[src/rtl/smbt_pkg.sv]
package smbt_pkg;

  typedef enum logic [2:0] {
    S_IDLE,
    S_ADDR,
    S_CMD,
    S_WDAT,
    S_ADDR2,
    S_RDAT,
    S_WAIT
  } link_state_t;

  // write register selectors
  localparam logic [7:0] REG_CMD  = 8'h00;
  localparam logic [7:0] REG_MSG0 = 8'h04;
  localparam logic [7:0] REG_MSG1 = 8'h05;

  // command register codes
  localparam logic [7:0] CMD_WAKE   = 8'h01;
  localparam logic [7:0] CMD_PWRDN  = 8'h02;
  localparam logic [7:0] CMD_WARM   = 8'h03;
  localparam logic [7:0] CMD_COLD   = 8'h04;
  localparam logic [7:0] CMD_MSGOFF = 8'h05;
  localparam logic [7:0] CMD_RELOAD = 8'h06;
  localparam logic [7:0] CMD_TSMI   = 8'h08;

  // read register selectors
  localparam logic [7:0] RD_PWR  = 8'h01;
  localparam logic [7:0] RD_WDT  = 8'h03;
  localparam logic [7:0] RD_STAT = 8'h04;

  localparam logic [2:0] PS_S0 = 3'b000;

  // action pulse indices
  localparam int ACT_WAKE   = 0;
  localparam int ACT_SMI    = 1;
  localparam int ACT_PWRDN  = 2;
  localparam int ACT_WARM   = 3;
  localparam int ACT_COLD   = 4;
  localparam int ACT_RELOAD = 5;
  localparam int ACT_N      = 6;

endpackage

[src/rtl/smbt_line_sync.sv]
module smbt_line_sync #(
  parameter int STAGES = 2
) (
  input  logic clk,
  input  logic rst_n,
  input  logic scl_i,
  input  logic sda_i,
  output logic sda_s,
  output logic scl_rise,
  output logic scl_fall,
  output logic start_det,
  output logic stop_det
);

  localparam int LINES = 2;

  logic [LINES-1:0] raw;
  logic [LINES-1:0] synced;
  logic [LINES-1:0] prev;

  assign raw = {sda_i, scl_i};

  for (genvar g = 0; g < LINES; g++) begin : g_line
    logic [STAGES-1:0] chain;
    always_ff @(posedge clk or negedge rst_n) begin
      if (!rst_n) chain <= '1;
      else        chain <= {chain[STAGES-2:0], raw[g]};
    end
    assign synced[g] = chain[STAGES-1];
  end

  always_ff @(posedge clk or negedge rst_n) begin
    if (!rst_n) prev <= '1;
    else        prev <= synced;
  end

  assign sda_s     = synced[1];
  assign scl_rise  = synced[0] & ~prev[0];
  assign scl_fall  = ~synced[0] & prev[0];
  assign start_det = synced[0] & prev[0] & prev[1] & ~synced[1];
  assign stop_det  = synced[0] & prev[0] & ~prev[1] & synced[1];

endmodule

[src/rtl/smbt_link.sv]
module smbt_link
  import smbt_pkg::*;
#(
  parameter int AW = 7,
  parameter int DW = 8
) (
  input  logic          clk,
  input  logic          rst_n,
  input  logic          scl_rise,
  input  logic          scl_fall,
  input  logic          start_det,
  input  logic          stop_det,
  input  logic          sda_s,
  input  logic [AW-1:0] tgt_addr,
  input  logic [DW-1:0] rd_data,
  output logic          sda_oe,
  output logic          wr_stb,
  output logic [DW-1:0] reg_sel,
  output logic [DW-1:0] wr_data
);

  localparam int            CW   = $clog2(DW + 1);
  localparam logic [CW-1:0] SLOT = CW'(DW);
  localparam logic [CW-1:0] LAST = CW'(DW - 1);

  link_state_t   st;
  logic [CW-1:0] bcnt;
  logic [DW-1:0] shreg;
  logic [DW-1:0] rsh;
  logic [DW-1:0] full;
  logic          ack_q;
  logic          addr_hit;
  logic          receiving;

  assign full      = {shreg[DW-2:0], sda_s};
  // direction bit (full[0]) deliberately not compared
  assign addr_hit  = (full[DW-1:DW-AW] == tgt_addr);
  assign receiving = (st == S_ADDR) || (st == S_CMD) ||
                     (st == S_WDAT) || (st == S_ADDR2);

  always_ff @(posedge clk or negedge rst_n) begin
    if (!rst_n) begin
      st      <= S_IDLE;
      bcnt    <= '0;
      shreg   <= '0;
      rsh     <= '0;
      ack_q   <= 1'b0;
      sda_oe  <= 1'b0;
      wr_stb  <= 1'b0;
      reg_sel <= '0;
      wr_data <= '0;
    end else begin
      wr_stb <= 1'b0;
      if (stop_det) begin
        st     <= S_IDLE;
        bcnt   <= '0;
        sda_oe <= 1'b0;
      end else if (start_det) begin
        st     <= (st == S_WDAT) ? S_ADDR2 : S_ADDR;
        bcnt   <= '0;
        ack_q  <= 1'b0;
        sda_oe <= 1'b0;
      end else if (scl_rise) begin
        if (receiving) begin
          if (bcnt != SLOT) begin
            shreg <= full;
            bcnt  <= bcnt + 1'b1;
            if (bcnt == LAST) begin
              case (st)
                S_ADDR: ack_q <= addr_hit;
                S_CMD: begin
                  ack_q   <= 1'b1;
                  reg_sel <= full;
                end
                S_WDAT: begin
                  ack_q   <= 1'b1;
                  wr_stb  <= 1'b1;
                  wr_data <= full;
                end
                default: begin
                  ack_q <= addr_hit;
                  rsh   <= rd_data;
                end
              endcase
            end
          end else begin
            bcnt <= '0;
            case (st)
              S_ADDR:  st <= ack_q ? S_CMD : S_IDLE;
              S_CMD:   st <= S_WDAT;
              S_WDAT:  st <= S_WAIT;
              default: st <= ack_q ? S_RDAT : S_IDLE;
            endcase
          end
        end else if (st == S_RDAT) begin
          if (bcnt != SLOT) begin
            rsh  <= {rsh[DW-2:0], 1'b0};
            bcnt <= bcnt + 1'b1;
          end else begin
            bcnt <= '0;
            st   <= S_WAIT;
          end
        end
      end else if (scl_fall) begin
        if (receiving)          sda_oe <= (bcnt == SLOT) && ack_q;
        else if (st == S_RDAT)  sda_oe <= (bcnt != SLOT) && !rsh[DW-1];
        else                    sda_oe <= 1'b0;
      end
    end
  end

endmodule

[src/rtl/smbt_regfile.sv]
module smbt_regfile
  import smbt_pkg::*;
#(
  parameter int DW      = 8,
  parameter int WDT_W   = 10,
  parameter int WDT_FLD = 6
) (
  input  logic             clk,
  input  logic             rst_n,
  input  logic             wr_stb,
  input  logic [DW-1:0]    reg_sel,
  input  logic [DW-1:0]    wr_data,
  input  logic [2:0]       pwr_state,
  input  logic [WDT_W-1:0] wdt_count,
  input  logic             intruder,
  input  logic             wdt_2nd_to,
  input  logic             alert_pin,
  input  logic             alert_dis,
  input  logic             tsmi_clr,
  output logic [ACT_N-1:0] act,
  output logic             msg_en,
  output logic             tsmi_sts,
  output logic [DW-1:0]    msg0,
  output logic [DW-1:0]    msg1,
  output logic [DW-1:0]    rd_data
);

  localparam logic [WDT_W-1:0]   WDT_CAP = WDT_W'((1 << WDT_FLD) - 1);

  logic [ACT_N-1:0]   act_d;
  logic               asleep;
  logic               tsmi_set;
  logic               msg_kill;
  logic               cmd_wr;
  logic [WDT_FLD-1:0] wdt_sat;

  assign asleep = (pwr_state != PS_S0);
  assign cmd_wr = wr_stb && (reg_sel == REG_CMD);

  always_comb begin
    act_d    = '0;
    tsmi_set = 1'b0;
    msg_kill = 1'b0;
    if (cmd_wr) begin
      case (wr_data)
        CMD_WAKE: begin
          if (asleep) act_d[ACT_WAKE] = 1'b1;
          else        act_d[ACT_SMI]  = 1'b1;
        end
        CMD_PWRDN:  act_d[ACT_PWRDN]  = 1'b1;
        CMD_WARM:   act_d[ACT_WARM]   = 1'b1;
        CMD_COLD:   act_d[ACT_COLD]   = 1'b1;
        CMD_MSGOFF: msg_kill          = 1'b1;
        CMD_RELOAD: act_d[ACT_RELOAD] = 1'b1;
        CMD_TSMI:   tsmi_set          = !asleep;
        default: ;
      endcase
    end
  end

  always_ff @(posedge clk or negedge rst_n) begin
    if (!rst_n) begin
      act      <= '0;
      msg_en   <= 1'b1;
      tsmi_sts <= 1'b0;
      msg0     <= '0;
      msg1     <= '0;
    end else begin
      act      <= act_d;
      msg_en   <= msg_en & ~msg_kill;
      tsmi_sts <= tsmi_set | (tsmi_sts & ~tsmi_clr);
      if (wr_stb && reg_sel == REG_MSG0) msg0 <= wr_data;
      if (wr_stb && reg_sel == REG_MSG1) msg1 <= wr_data;
    end
  end

  assign wdt_sat = (wdt_count > WDT_CAP) ? '1 : wdt_count[WDT_FLD-1:0];

  always_comb begin
    rd_data = '0;
    case (reg_sel)
      RD_PWR:  rd_data[2:0]         = pwr_state;
      RD_WDT:  rd_data[WDT_FLD-1:0] = wdt_sat;
      RD_STAT: begin
        rd_data[0]    = intruder;
        rd_data[3]    = wdt_2nd_to;
        rd_data[DW-1] = alert_dis | alert_pin;
      end
      default: ;
    endcase
  end

endmodule

[src/rtl/smbt_decoder.sv]
module smbt_decoder
  import smbt_pkg::*;
#(
  parameter logic [6:0] TGT_ADDR_RST = 7'h2C,
  parameter int         SYNC_STAGES  = 2,
  parameter int         WDT_W        = 10,
  parameter int         WDT_FLD      = 6
) (
  input  logic             clk,
  input  logic             rst_n,
  input  logic             scl_i,
  input  logic             sda_i,
  output logic             sda_oe_o,
  input  logic             tgt_addr_we_i,
  input  logic [6:0]       tgt_addr_i,
  input  logic [2:0]       pwr_state_i,
  input  logic [WDT_W-1:0] wdt_count_i,
  input  logic             intruder_i,
  input  logic             wdt_2nd_to_i,
  input  logic             alert_pin_i,
  input  logic             alert_dis_i,
  input  logic             tsmi_clr_i,
  output logic             wake_o,
  output logic             smi_o,
  output logic             pwrdn_o,
  output logic             rst_warm_o,
  output logic             rst_cold_o,
  output logic             wdt_reload_o,
  output logic             msg_en_o,
  output logic             tsmi_sts_o,
  output logic [7:0]       msg0_o,
  output logic [7:0]       msg1_o
);

  localparam int AW = 7;
  localparam int DW = AW + 1;

  logic [AW-1:0]    tgt_addr_q;
  logic             sda_s, scl_rise, scl_fall, start_det, stop_det;
  logic             wr_stb;
  logic [DW-1:0]    reg_sel, wr_data, rd_data;
  logic [ACT_N-1:0] act;

  always_ff @(posedge clk or negedge rst_n) begin
    if (!rst_n)             tgt_addr_q <= TGT_ADDR_RST;
    else if (tgt_addr_we_i) tgt_addr_q <= tgt_addr_i;
  end

  smbt_line_sync #(.STAGES(SYNC_STAGES)) u_sync (
    .clk       (clk),
    .rst_n     (rst_n),
    .scl_i     (scl_i),
    .sda_i     (sda_i),
    .sda_s     (sda_s),
    .scl_rise  (scl_rise),
    .scl_fall  (scl_fall),
    .start_det (start_det),
    .stop_det  (stop_det)
  );

  smbt_link #(.AW(AW), .DW(DW)) u_link (
    .clk       (clk),
    .rst_n     (rst_n),
    .scl_rise  (scl_rise),
    .scl_fall  (scl_fall),
    .start_det (start_det),
    .stop_det  (stop_det),
    .sda_s     (sda_s),
    .tgt_addr  (tgt_addr_q),
    .rd_data   (rd_data),
    .sda_oe    (sda_oe_o),
    .wr_stb    (wr_stb),
    .reg_sel   (reg_sel),
    .wr_data   (wr_data)
  );

  smbt_regfile #(.DW(DW), .WDT_W(WDT_W), .WDT_FLD(WDT_FLD)) u_regs (
    .clk        (clk),
    .rst_n      (rst_n),
    .wr_stb     (wr_stb),
    .reg_sel    (reg_sel),
    .wr_data    (wr_data),
    .pwr_state  (pwr_state_i),
    .wdt_count  (wdt_count_i),
    .intruder   (intruder_i),
    .wdt_2nd_to (wdt_2nd_to_i),
    .alert_pin  (alert_pin_i),
    .alert_dis  (alert_dis_i),
    .tsmi_clr   (tsmi_clr_i),
    .act        (act),
    .msg_en     (msg_en_o),
    .tsmi_sts   (tsmi_sts_o),
    .msg0       (msg0_o),
    .msg1       (msg1_o),
    .rd_data    (rd_data)
  );

  assign wake_o       = act[ACT_WAKE];
  assign smi_o        = act[ACT_SMI];
  assign pwrdn_o      = act[ACT_PWRDN];
  assign rst_warm_o   = act[ACT_WARM];
  assign rst_cold_o   = act[ACT_COLD];
  assign wdt_reload_o = act[ACT_RELOAD];

endmodule

[config.mk]
export PLATFORM = sky130hd
export DESIGN_NAME = smbt_decoder
export DESIGN_NICKNAME = d
export VERILOG_FILES = /design/src/rtl/smbt_pkg.sv /design/src/rtl/smbt_line_sync.sv /design/src/rtl/smbt_link.sv /design/src/rtl/smbt_regfile.sv /design/src/rtl/smbt_decoder.sv
export SDC_FILE = /design/constraint.sdc
export NUM_CORES = 1
export LEC_CHECK = 0
export BUFFER_PORTS_ARGS = -buffer_cell sky130_fd_sc_hd__buf_2
export CAP_MARGIN = 20
export CORE_UTILIZATION = 61
export DETAILED_ROUTE_END_ITERATION = 8
export GPL_TIMING_DRIVEN = 0
export PLACE_DENSITY = 0.92
export SYNTH_ARGS = -nofsm -noshare
export SYNTH_HDL_FRONTEND = slang
export SYNTH_SLANG_ARGS = --single-unit
[constraint.sdc]
create_clock -name clk -period 4.5 [get_ports clk]
set_input_delay 0 -clock clk [delete_from_list [all_inputs] [get_ports clk]]
set_output_delay 0 -clock clk [all_outputs]
set_load 0.005 [all_outputs]
==> results.yml <==
setup_path:
  crit_family: "simple AND/OR/NAND/NOR gates"
  r2r_slack_ps: 2530
  crit_path_start_kind: "flip-flop"
  path_max_fanout: 8
  critPathArrivalTime_ps: 2200
  crit_chain: "ha_1 -> nand3b_1 -> nor4_4 -> mux2_2"
  path_buf_inv: 0
  critical_path_class: "flip-flop to flip-flop"
  endpoint_kind: "flip-flop"
  cp_slowest_cell: "nor4_4"
  cp_data_required_time_ps: 4730
  cpPeakStageDelay_ps: 560
grt:
  antenna_found_initial: 0
  gr-total-overflow: 0
  grt_pass1_vias: 2664
  grt_pass1_wl_mm: 12.5
  grt_max_degree: 62
  grt_use_total: 0.269
clocking:
  clk_latency_ps: 350
  htreeDepth: 3
  ctsRootBufferMaster: "clkbuf_8"
  clock_path_buffers: 2
  post_cts_resized: 0
  cts_made_buffers: 9
  cts.sinks: 78
  cts_tree: "done"
  clk_pin_slew_ps: 80
die:
  dieArea_um2: 6250
  start_util: 0.646
  ios: 55
  die_x_um: 79.1
  core-area_um2: 5610
  core.rowCount: 27
  die_h_um: 79.1
final_layout:
  fin_area_um2: 4330
  antenna_cells: 0
  final_layout_size_suffix_gt1_frac: 0.376
  layoutNonFillerInstCount: 450
  num-fill-cells: 347
  final_cell_mix: "dfrtp_1 (68), buf_2 (57), mux2_2 (46)"
  multi_input_area_um2: 1570
  syn_to_final_growth_pct: 19.4
  fin_util: 0.772
  seq_area_um2: 1960
  final_common_cell: "dfrtp_1"
  fin_nets: 406
timing:
  drv_slew: 0
  worst_slack_ps: 2530
  relSlewSlack: 0.549
  setup_tns_ps: 0
  worst_clock_skew_ps: 8.35
  finalSetupViolCount: 0
  rsz0062_at_grt: "false"
  fin_crit_sh: 0.438
  finalHoldViolations: 0
  fmax_mhz: 508
  whs_ps: 36.9
  period_minus_slack_ps: 1970
  worst_pin_slew_ps: 668
power_and_ir_drop:
  p_leak_nw: 2.03
  max-vdd-ir-drop_uv: 244
  finalPower_mw: 1.62
  p_per_area_nw_per_um2: 375
job:
  maxCapViolations: 0
synthesis:
  syn_area_um2: 3620
  synth_area_leader_cell: "dfrtp_1"
  yosys.area.top_type_share: 0.470
  ys_seq_elements: 78
  synthCells: 296
  synth_fp_nets: 328
  synth-edff-count: 0
  synth_cell_type_count: 56
  async_flop_share: 1.00
  synth_flop_cell: "dfrtp_1"
  avgSynthCellArea_um2: 12.2
  yosysSeqAreaShare: 0.542
  synth_area_leaders: "dfrtp_1 (47%), mux2_2 (14%), dfstp_2 (7.3%), nor2_1 (2.3%), nand2_1 (1.8%)"
  ys_warn_count: 0
detailed_routing:
  dr.pass1.iters: 6
  drc: 0
  ant_nets: 0
  wl_mm: 7.79
  drt_iter0_drc: 268
  via_per_inst: 6.00
  num_vias: 2701
  routedWlPerCell_um: 17.3
worst_hold_path:
  hp-class: "primary input to flip-flop"
place:
  place_congestion: 0.877
  dp_cells: 422
  dpl_worst_slack_ps: 2580
  hpwlAfterDp_mm: 5.21
  place_area_um2: 4010
  port_buffers: 53
run_status:
  status: "complete, no violations"
## Yosys cell counts (6+ instances only)
cell,n
o21ai_0,8
nor2_1,22
nor3_1,9
mux2_2,46
dfrtp_1,68
a31oi_1,6
nand2_1,17
dfstp_2,10
nand2b_1,8
inv_1,7
## worst paths after layout
path                                           start                         to  cells past startpoint
max in group asynchronous                      rst_n              u_regs.msg_en                      3
max                                   u_link.bcnt[0]          u_link.reg_sel[6]                      4
min reg2reg                u_sync.g_line[0].chain[0]  u_sync.g_line[0].chain[1]                      0
min in group asynchronous                      rst_n             u_regs.msg1[6]                      2
min                                   pwr_state_i[0]            u_regs.tsmi_sts                      4
max reg2reg                           u_link.bcnt[0]          u_link.reg_sel[6]                      4
## state kept, by name (all words and copies together) (netlist names)
name and flops:
u_link.sda_oe 1, u_link.wr_data 8, u_sync.prev 2, u_regs.tsmi_sts 1, tgt_addr_q 7, u_regs.msg_en 1, u_link.ack_q 1, u_link.shreg 7
u_sync.g_line.chain 4, u_link.st 3, u_regs.msg0 8, u_link.rsh 8, u_regs.msg1 8, u_link.bcnt 4, u_link.wr_stb 1, u_link.reg_sel 8
u_regs.act 6
## timing repair
action	4_1_cts	5_1_grt
hold buffers	13	0
buffers inserted	0	0
hold endpoints to repair	86	0
## worst reg2reg max path: cells and delay by family, from the launching register on
family	cells	cell delay [ps]
adders and majority gates	1	200
and+or+nand+nor	2	830
DFF	1	420
muxes	1	410
## layout make-up
| cell class | count | share of cell area |
|---|---|---|
| Buffer | 11 | 0.0145 |
| Clock buffer | 11 | 0.0327 |
| Clock inverter | 4 | 0.0110 |
| Inverter | 7 | 0.00607 |
| Multi-Input combinational cell | 200 | 0.363 |
| Sequential cell | 78 | 0.454 |
| Tap cell | 72 | 0.0208 |
| Timing Repair Buffer | 67 | 0.0983 |
## where the power goes
part	leakage [nW]	total (mW)	internal (mW)	switching (mW)
Sequential	1.01	0.865	0.780	0.0852
Clock	0.0952	0.507	0.266	0.241
Combinational	0.933	0.249	0.122	0.127
## layer usage
metal	GRT usage	wire length (um)	vias up
li1	-	-	1238
met2	0.459	4000	120
met4	0.129	197	0
met3	0.0414	384	21
met1	0.335	3210	1322
met5	0	0	-
## cell families after synthesis
logic type / count (synthesis) / synth area share
buffers and inverters: 18 / 0.0245
and+or+nand+nor: 100 / 0.173
AOI/OAI and AO/OA: 42 / 0.0860
DFF: 78 / 0.542
muxes: 48 / 0.148
adders and majority gates: 2 / 0.00690
xor gates and xnor gates: 8 / 0.0193
Power figures use the tool's default switching activity.
